File: config.mk
export PLATFORM = sky130hd
export DESIGN_NAME = host_pm_ctrl
export DESIGN_NICKNAME = d
export VERILOG_FILES = /design/src/rtl/host_pm_pkg.sv /design/src/rtl/hpc_sync_deb.sv /design/src/rtl/hpc_state_dec.sv /design/src/rtl/hpc_mode_sel.sv /design/src/rtl/host_pm_ctrl.sv
export SDC_FILE = /design/constraint.sdc
export NUM_CORES = 1
export LEC_CHECK = 0
export ABC_AREA = 1
export BUFFER_PORTS_ARGS = -buffer_cell sky130_fd_sc_hd__buf_2
export CAP_MARGIN = 40
export CORE_MARGIN = 3
export CORE_UTILIZATION = 50
export CTS_CLUSTER_SIZE = 24
export DETAILED_ROUTE_END_ITERATION = 16
export PLACE_DENSITY = 0.84
export RECOVER_POWER = 50
export REMOVE_ABC_BUFFERS = 1
export SETUP_SLACK_MARGIN = 0.15
export SYNTH_ARGS = -nofsm -noshare
export SYNTH_HDL_FRONTEND = slang
export SYNTH_SLANG_ARGS = --single-unit
File: constraint.sdc
create_clock -name clk_i -period 1 [get_ports clk_i]
set_clock_uncertainty 0.1 [all_clocks]
set_input_delay 0.3 -clock clk_i [delete_from_list [all_inputs] [get_ports clk_i]]
set_output_delay 0.3 -clock clk_i [all_outputs]
set_load 0.05 [all_outputs]
File: src/rtl/host_pm_pkg.sv
package host_pm_pkg;
  typedef enum logic [1:0] {
    HS_NORMAL   = 2'd0,
    HS_SUSPEND  = 2'd1,
    HS_LID      = 2'd2,
    HS_CRITICAL = 2'd3
  } host_state_e;

  typedef enum logic [1:0] {
    PM_STOP = 2'd0,
    PM_WAIT = 2'd1,
    PM_RUN  = 2'd2
  } pm_mode_e;

  localparam int unsigned IDX_PWR  = 0;
  localparam int unsigned IDX_LID  = 1;
  localparam int unsigned IDX_HSUS = 2;
  localparam int unsigned IDX_GINT = 3;
endpackage

File: src/rtl/hpc_sync_deb.sv
module hpc_sync_deb #(
  parameter int unsigned W       = 5,
  parameter int unsigned DEB_LEN = 4,
  parameter logic [W-1:0] RST_VAL = '0
) (
  input  logic         clk_i,
  input  logic         rst_ni,
  input  logic [W-1:0] raw_i,
  output logic [W-1:0] lvl_o,
  output logic [W-1:0] edge_o
);
  localparam int unsigned CW = $clog2(DEB_LEN + 1);

  logic [W-1:0] lvl_q;
  logic [W-1:0] lvl_dly_q;

  for (genvar b = 0; b < W; b++) begin : g_bit
    logic          meta_q;
    logic          smp_q;
    logic [CW-1:0] run_q;

    always_ff @(posedge clk_i or negedge rst_ni) begin
      if (!rst_ni) begin
        meta_q <= RST_VAL[b];
        smp_q  <= RST_VAL[b];
        run_q  <= '0;
        lvl_q[b] <= RST_VAL[b];
      end else begin
        meta_q <= raw_i[b];
        smp_q  <= meta_q;
        if (smp_q == lvl_q[b]) begin
          run_q <= '0;
        end else if (run_q == CW'(DEB_LEN - 1)) begin
          lvl_q[b] <= smp_q;
          run_q    <= '0;
        end else begin
          run_q <= run_q + 1'b1;
        end
      end
    end
  end

  always_ff @(posedge clk_i or negedge rst_ni) begin
    if (!rst_ni) lvl_dly_q <= RST_VAL;
    else         lvl_dly_q <= lvl_q;
  end

  assign lvl_o  = lvl_q;
  assign edge_o = lvl_q ^ lvl_dly_q;
endmodule

File: src/rtl/hpc_state_dec.sv
module hpc_state_dec
  import host_pm_pkg::*;
(
  input  logic       clk_i,
  input  logic       rst_ni,
  input  logic       pwr_ok,
  input  logic       lid_n,
  input  logic       hsus_n,
  output logic [1:0] state_o,
  output logic       chg_o
);
  host_state_e nxt;
  host_state_e state_q;
  logic        chg_q;

  always_comb begin
    if (!pwr_ok)      nxt = HS_CRITICAL;
    else if (!lid_n)  nxt = HS_LID;
    else if (!hsus_n) nxt = HS_SUSPEND;
    else              nxt = HS_NORMAL;
  end

  always_ff @(posedge clk_i or negedge rst_ni) begin
    if (!rst_ni) begin
      state_q <= HS_NORMAL;
      chg_q   <= 1'b0;
    end else begin
      state_q <= nxt;
      chg_q   <= (nxt != state_q);
    end
  end

  assign state_o = state_q;
  assign chg_o   = chg_q;
endmodule

File: src/rtl/hpc_mode_sel.sv
module hpc_mode_sel
  import host_pm_pkg::*;
#(
  parameter int unsigned NTMR = 2
) (
  input  logic            clk_i,
  input  logic            rst_ni,
  input  logic            evt_edge,
  input  logic            evt_done,
  input  logic            int_active,
  input  logic            host_xact,
  input  logic [NTMR-1:0] timer_req,
  output logic [1:0]      mode_o,
  output logic            clk_en_o,
  output logic            pend_o
);
  pm_mode_e want;
  pm_mode_e mode_q;
  logic     en_q;
  logic     pend_q;

  always_comb begin
    if (pend_q || int_active || host_xact) want = PM_RUN;
    else if (|timer_req)                   want = PM_WAIT;
    else                                   want = PM_STOP;
  end

  always_ff @(posedge clk_i or negedge rst_ni) begin
    if (!rst_ni) begin
      mode_q <= PM_STOP;
      en_q   <= 1'b0;
      pend_q <= 1'b0;
    end else begin
      mode_q <= want;
      en_q   <= (want != PM_STOP);
      pend_q <= evt_edge | (pend_q & ~evt_done);
    end
  end

  assign mode_o   = mode_q;
  assign clk_en_o = en_q;
  assign pend_o   = pend_q;
endmodule

File: src/rtl/host_pm_ctrl.sv
module host_pm_ctrl
  import host_pm_pkg::*;
#(
  parameter int unsigned NGINT   = 2,
  parameter int unsigned NTMR    = 2,
  parameter int unsigned DEB_LEN = 4
) (
  input  logic             clk_i,
  input  logic             rst_ni,
  input  logic             pwr_ok_i,
  input  logic             lid_n_i,
  input  logic             hsus_n_i,
  input  logic [NGINT-1:0] gint_i,
  input  logic [NTMR-1:0]  timer_req_i,
  input  logic             host_xact_i,
  input  logic             evt_done_i,
  output logic [1:0]       state_o,
  output logic             state_chg_o,
  output logic [1:0]       mode_o,
  output logic             clk_en_o
);
  localparam int unsigned NSTAT = IDX_GINT + NGINT;
  localparam logic [NSTAT-1:0] STAT_RST = {{NGINT{1'b0}}, 3'b111};

  logic [NSTAT-1:0] raw;
  logic [NSTAT-1:0] lvl;
  logic [NSTAT-1:0] edg;
  logic             evt_edge;
  logic             int_active;
  logic             pend;

  assign raw = {gint_i, hsus_n_i, lid_n_i, pwr_ok_i};

  hpc_sync_deb #(
    .W       (NSTAT),
    .DEB_LEN (DEB_LEN),
    .RST_VAL (STAT_RST)
  ) u_deb (
    .clk_i  (clk_i),
    .rst_ni (rst_ni),
    .raw_i  (raw),
    .lvl_o  (lvl),
    .edge_o (edg)
  );

  // host-suspended edges change the state but are not events
  assign evt_edge   = edg[IDX_PWR] | edg[IDX_LID] | (|edg[NSTAT-1:IDX_GINT]);
  assign int_active = |lvl[NSTAT-1:IDX_GINT];

  hpc_state_dec u_state (
    .clk_i   (clk_i),
    .rst_ni  (rst_ni),
    .pwr_ok  (lvl[IDX_PWR]),
    .lid_n   (lvl[IDX_LID]),
    .hsus_n  (lvl[IDX_HSUS]),
    .state_o (state_o),
    .chg_o   (state_chg_o)
  );

  hpc_mode_sel #(
    .NTMR (NTMR)
  ) u_mode (
    .clk_i      (clk_i),
    .rst_ni     (rst_ni),
    .evt_edge   (evt_edge),
    .evt_done   (evt_done_i),
    .int_active (int_active),
    .host_xact  (host_xact_i),
    .timer_req  (timer_req_i),
    .mode_o     (mode_o),
    .clk_en_o   (clk_en_o),
    .pend_o     (pend)
  );
endmodule

==> results by group, run 1 <==
Status
  – Run status: complete, but fails checks
  – Failing checks: setup timing

Hold path
  – HP Start: timer_req_i[0]
  – Hold Path Class: in2reg
  – Hold path depth: 3

Place
  – Detailed placer's ending HPWL: 1610 um
  – DP Area: 1720 um2
  – Placer's final routability congestion estimate: 0.727
  – I/O Buffers: 16
  – Inst Count DP: 190

GRT
  – Gr usage total: 18.4%
  – Vias in the first global route: 1158
  – Largest net degree at the start of global routing: 42
  – Met3 Track Usage GR: 6.71%
  – Met1 GRT Util: 19.7%
  – Gr ovfl total: 0
  – Met2 usage: 32.8%
  – First-pass GRT wire length: 4900 um
  – Antenna violations before repair: 0
  – Top Usage Layer GRT: met2

Layout
  – Layout cells sized above 1: 53.4%
  – Most common cell after layout, fill and taps aside: dfrtp_1
  – Most frequent cells in the layout: dfrtp_1, nand2_1, buf_6, buf_4, inv_1
  – N_diodes: 0
  – Syn-to-layout area delta: 47.6%
  – Fin area: 2240 um2
  – Layout Cells excl Fill: 220
  – Final nets: 204

Clocking
  – Number of CTS-inserted buffers: 5
  – CTS sink count: 41
  – H-tree depth: 2
  – Worst skew pair latency: 0.35 ns
  – Reg clk slew, reported paths: 0.11 ns
  – Bufs on Longest Clock Path: 2
  – CTS tree: built
  – Root buf cell: clkbuf_4

Yosys
  – Main combinational cell family by area after synthesis: simple AND/OR/NAND/NOR gates
  – Ys async rst share: 100%
  – Synthesized area per cell: 11.2 um2
  – Simple-Gate Fraction of Synth Area: 16.4%
  – Register area share after synthesis: 68.5%
  – Number of flops mapped to enable cells by yosys: 0
  – Syn Inst Count: 136
  – Register bit count reported by yosys: 41
  – Mapped Area: 1520 um2
  – XOR/XNOR Fraction of Synth Area: 3.95%
  – Post-synthesis mux area share: 0%
  – Synth cell types: 16
  – Complex-gate fraction of the synthesized area: 1.65%
  – Synthesized-area fraction occupied by adder cells: 4.12%
  – Top FF cell, synth: dfrtp_1
  – Yosys warning count: 0

Timing
  – Final setup margin: -0.324 ns
  – Max Clk Rate: 755 MHz
  – Fin. Hold Viols: 0
  – Worst-margin pin slew: 0.346 ns
  – Final min period: 1.32 ns
  – RSZ-0062 raised after global routing: true
  – Setup violators final: 27
  – Final period utilization: 132%
  – Max Slew Vio Count: 0
  – Max_slew headroom: 76.9%

Worst setup path
  – Crit path capture type: primary output
  – CP arrival: 0.92 ns
  – CP cell instances: buf_6
  – Crit Path Max Fanout: 2
  – CP bufs+invs: 1
  – Worst r2r src: u_deb.lvl_o[4]
  – CP delay by family, top: flip-flops
  – Crit start category: register
  – Max incr delay on CP: 0.42 ns
  – Slowest-stage cell, CP: dfrtp_1
  – Crit. path cell count: 1
  – Crit path launch: u_state.state_o[0]
  – Worst Reg2Reg Path Length in Cells: 5
  – CP Data Required Time: 0.60 ns
  – Setup CP Type: reg2out

Floorplanning
  – # rows: 19
  – Core Area: 2830 um2
  – Die area: 3740 um2
  – Die height: 61.1 um
  – Die Width: 61.1 um
  – Top Ports: 17
  – Initial Util: 53.7%

Drt
  – Final wirelength: 3130 um
  – DRC errors left: 0
  – WL per Instance: 14.2 um
  – Post-route ant nets: 0
  – DRT Pass-1 Iters: 4
  – Vias: 1092
  – Iteration-0 DRC count of the detailed router: 33
  – Vias/cell: 4.96

Power and ir drop
  – Lkg Pwr: 1.06 nW
  – Worst vdd ir: 1.56 mV
  – PwrDens: 2740 nW/um2

Job
  – Max Cap Viol: 0
[layer usage]
metal,wire (um),up-vias
met5,0,-
met4,119,0
met3,105,10
met2,1690,21
met1,1220,537
li1,-,524
[cell usage after synthesis, types with 2 or more instances]
master | number | area share [%]
o21ai_0 | 5 | 1.6
nor2_1 | 15 | 3.7
ha_1 | 5 | 4.1
nand3_1 | 4 | 1.3
xnor2_1 | 5 | 2.9
inv_1 | 19 | 4.7
nor3_2 | 2 | 1.3
nor3_1 | 6 | 2.0
dfstp_2 | 11 | 19
nand2_1 | 29 | 7.2
dfrtp_1 | 30 | 49
[area by class of cell]
| class | count | area, um2 |
|---|---|---|
| Sequential cell | 41 | 1040 |
| Multi-Input combinational cell | 74 | 621 |
| Fill cell | 149 | 587 |
| Timing Repair Buffer | 46 | 413 |
| Inverter | 20 | 80.1 |
| Clock buffer | 8 | 48.8 |
| Tap cell | 31 | 38.8 |
[final timing paths]
path	to	slack, ns
max reg2reg	u_mode.pend_o	-0.19
min	u_mode.clk_en_o	0.09
min in group asynchronous	u_deb.g_bit[2].run_q[2]	0.37
max	state_o[0]	-0.32
max in group asynchronous	u_deb.g_bit[0].smp_q	0.12
min reg2reg	u_deb.g_bit[4].smp_q	0.25
[cell families (layout without fill, tap and decap cells)]
group / after synthesis / after routing
compound gates: 5 / 5
xor+xnor: 6 / 6
fa+ha+maj: 5 / 5
buf+inv: 21 / 74
flops: 41 / 41
simple gates: 58 / 58
[stage by stage]
step           TNS (ns)  setup slack [ns]  power [mW]  utilization [%]  hold WS (ns)
2_1_floorplan    -0.317            -0.108        3.43                -       -0.0956
3_3_place_gp     -0.565            -0.102        3.88             60.6         0.179
3_5_place_dp      -1.20            -0.198        4.01             60.6         0.184
4_1_cts           -3.15            -0.344        5.65             75.2        0.0661
5_1_grt           -4.59            -0.365        6.52             79.3        0.0938
6_report          -3.60            -0.324        6.15             79.3        0.0905
[sequential cells by signal, summed over array words and instances (netlist names)]
register and cells:
u_deb.g_bit.smp_q 5, u_deb.lvl_o 5, u_deb.g_bit.meta_q 5, u_mode.pend_o 1
u_mode.mode_o 2, u_state.chg_o 1, u_deb.g_bit.run_q 15, u_state.state_o 2
u_mode.clk_en_o 1, u_deb.lvl_dly_q 4
[power breakdown]
| group | internal (mW) | total [mW] | switching [mW] |
|---|---|---|---|
| clock network | 0.281 | 0.770 | 0.489 |
| registers | 2.16 | 2.55 | 0.388 |
| logic | 1.50 | 2.84 | 1.33 |
| total | 3.94 | 6.15 | 2.21 |
[timing repair]
action	in CTS	in global routing
hold buffers	6	0
hold endpoints to repair	35	0
endpoints found under the setup margin	33	35
cloned	0	0
buffers inserted	10	6
pin swaps	29	14
resized for setup	64	16
No activity file was read; power rests on OpenSTA's default activity.
==> run 2: changes to the inputs <==
--- a/config.mk
+++ b/config.mk
@@ -5,7 +5,6 @@
 export SDC_FILE = /design/constraint.sdc
 export NUM_CORES = 1
 export LEC_CHECK = 0
-export ABC_AREA = 1
 export BUFFER_PORTS_ARGS = -buffer_cell sky130_fd_sc_hd__buf_2
 export CAP_MARGIN = 40
 export CORE_MARGIN = 3
==> results by group, run 2 <==
Status
  – Run status: complete, but fails checks
  – Failing checks: setup timing

Floorplanning
  – Die Width: 60.0 um
  – Initial Util: 55.4%
  – Top Ports: 17
  – Core Area: 2640 um2
  – Die area: 3600 um2
  – # rows: 18
  – Die height: 60.0 um

Clocking
  – CTS tree: built
  – Bufs on Longest Clock Path: 2
  – Root buf cell: clkbuf_4
  – CTS sink count: 41
  – Number of CTS-inserted buffers: 5
  – Reg clk slew, reported paths: 0.13 ns
  – H-tree depth: 2
  – Worst skew pair latency: 0.36 ns

Worst setup path
  – CP Data Required Time: 0.60 ns
  – Crit Path Max Fanout: 2
  – Max incr delay on CP: 0.44 ns
  – Crit path capture type: primary output
  – Crit start category: register
  – Slowest-stage cell, CP: dfrtp_1
  – CP bufs+invs: 1
  – CP delay by family, top: flip-flops
  – Setup CP Type: reg2out
  – CP cell instances: buf_6
  – CP arrival: 0.96 ns

Drt
  – DRT Pass-1 Iters: 4
  – WL per Instance: 21.1 um
  – Vias: 1028
  – Post-route ant nets: 0
  – DRC errors left: 0
  – Iteration-0 DRC count of the detailed router: 27
  – Final wirelength: 4110 um
  – Vias/cell: 5.27

Place
  – I/O Buffers: 16
  – Placer's final routability congestion estimate: 0.667
  – Detailed placer's ending HPWL: 1600 um
  – Inst Count DP: 156
  – DP Area: 1690 um2

Yosys
  – Register bit count reported by yosys: 41
  – Synth area leaders: dfrtp_1, dfstp_2, xnor2_1, ha_1, nor3b_1
  – Mapped Area: 1460 um2
  – Number of flops mapped to enable cells by yosys: 0
  – Post-synth top area cell: dfrtp_1
  – Cell with the most instances after synthesis: dfrtp_1
  – Register area share after synthesis: 71.2%
  – Ys async rst share: 100%
  – Synthesized area per cell: 15.1 um2
  – Top FF cell, synth: dfrtp_1
  – Share of the synthesized area in the top cell type: 51.4%
  – Post-synth top cells: dfrtp_1, dfstp_2, xnor2_1
  – Syn Inst Count: 97
  – Synth cell types: 22
  – Yosys warning count: 0

Power and ir drop
  – Lkg Pwr: 1.11 nW
  – Worst vdd ir: 2.50 mV
  – PwrDens: 2900 nW/um2

Timing
  – Fin. Hold Viols: 0
  – Final setup margin: -0.360 ns
  – Max_slew headroom: 76.7%
  – Setup violators final: 33
  – Worst-margin pin slew: 0.350 ns
  – Max Clk Rate: 735 MHz
  – Final min period: 1.36 ns
  – Final period utilization: 136%
  – Max Slew Vio Count: 0
  – RSZ-0062 raised after global routing: true

Hold path
  – Hold Path Class: in2reg

GRT
  – Gr usage total: 21.5%
  – Largest net degree at the start of global routing: 42
  – Gr ovfl total: 0
  – Antenna violations before repair: 0
  – Vias in the first global route: 1074
  – First-pass GRT wire length: 5240 um

Layout
  – Layout cells sized above 1: 70.9%
  – Number of fill cells: 84
  – Most frequent cells in the layout: buf_6, dfrtp_1, buf_4, dfstp_2, buf_2
  – N_diodes: 0
  – Most common cell after layout, fill and taps aside: buf_6
  – Syn-to-layout area delta: 67.0%
  – Fin area: 2440 um2
  – Max FFs per register: 15
  – Layout Cells excl Fill: 195
  – Most flops, register: u_deb.g_bit.run_q
  – Final nets: 180

Job
  – Max Cap Viol: 0
## run 2: cell types whose count changed in the layout (fill, tap and decap cells not counted), sizes merged, moves of 4 or more
cell / previous run / this run
buf: 40 / 54
inv: 20 / 2
mux2: 0 / 4
nand2: 29 / 2
nor2: 15 / 2
nor2b: 0 / 8
nor3b: 0 / 8
## run 2: per-layer routing
layer | up-vias | part of all wire [%] | global-route usage (%)
met1 | 526 | 36 | 22.5
met4 | 0 | 3.8 | 12.3
met2 | 33 | 55 | 38.4
met3 | 12 | 4.7 | 5.62
met5 | - | 0 | 0
li1 | 457 | - | -
## run 2: cell families (layout without fill, tap and decap cells)
logic type,after synthesis,count (layout),share of synthesized area [%]
buf+inv,3,71,0.771
compound gates,3,3,1.03
xor+xnor,10,10,6.00
fa+ha+maj,5,5,4.28
simple gates,31,31,13.6
mux,4,4,3.08
flops,41,41,71.2
## run 2: area by class of cell
class	count	area [um2]	area share, %
flip-flops and latches	41	1040	42.6
multi-input cells	53	719	29.5
repair buffers	60	561	23.0
clock buffers	7	65.1	2.67
well taps	30	37.5	1.54
inverters	3	11.3	0.462
clock inverters	1	5.00	0.205
## run 2: final timing paths
path                       depth (start not counted)                      end                  start  slack (ns)
min reg2reg                                        0     u_deb.g_bit[3].smp_q  u_deb.g_bit[3].meta_q        0.25
max in group asynchronous                          3    u_deb.g_bit[1].meta_q                 rst_ni        0.11
max                                                1               state_o[0]     u_state.state_o[0]       -0.36
min                                                2         u_mode.mode_o[1]            host_xact_i        0.09
min in group asynchronous                          3  u_deb.g_bit[3].run_q[2]                 rst_ni        0.37
max reg2reg                                        2          u_mode.clk_en_o         u_deb.lvl_o[4]       -0.31
## run 2: through the flow
step	worst slack (ns)	utilization, %	setup TNS (ns)	hold slack (ns)	power, mW
final	-0.360	92.5	-7.35	0.0852	7.07
after global routing	-0.384	92.5	-8.47	0.0636	7.39
after CTS	-0.338	85.6	-5.56	0.0844	6.25
after detailed placement	-0.290	64.1	-4.27	0.182	4.07
after global placement	-0.254	64.1	-3.23	0.183	3.92
after floorplan	-0.310	-	-2.00	-0.0956	3.39
## run 2: timing repair
| item | 4_1_cts | 5_1_grt |
|---|---|---|
| hold endpoints to repair | 35 | 0 |
| hold buffers | 6 | 0 |
| cloned | 0 | 0 |
| buffers inserted | 10 | 15 |
| endpoints found under the setup margin | 33 | 35 |
| resized for setup | 77 | 19 |
| pin swaps | 28 | 14 |
## run 2: power by group
group / total (mW) / internal [mW] / switching (mW)
sequential: 2.60 / 2.18 / 0.425
combinational: 3.53 / 2.04 / 1.49
clock: 0.940 / 0.408 / 0.532
## run 2: worst reg2reg max path, delay by kind of cell (launching register included)
family | cells | cell delay (ns)
flip-flops | 1 | 0.42
AND/OR/NAND/NOR | 2 | 0.70
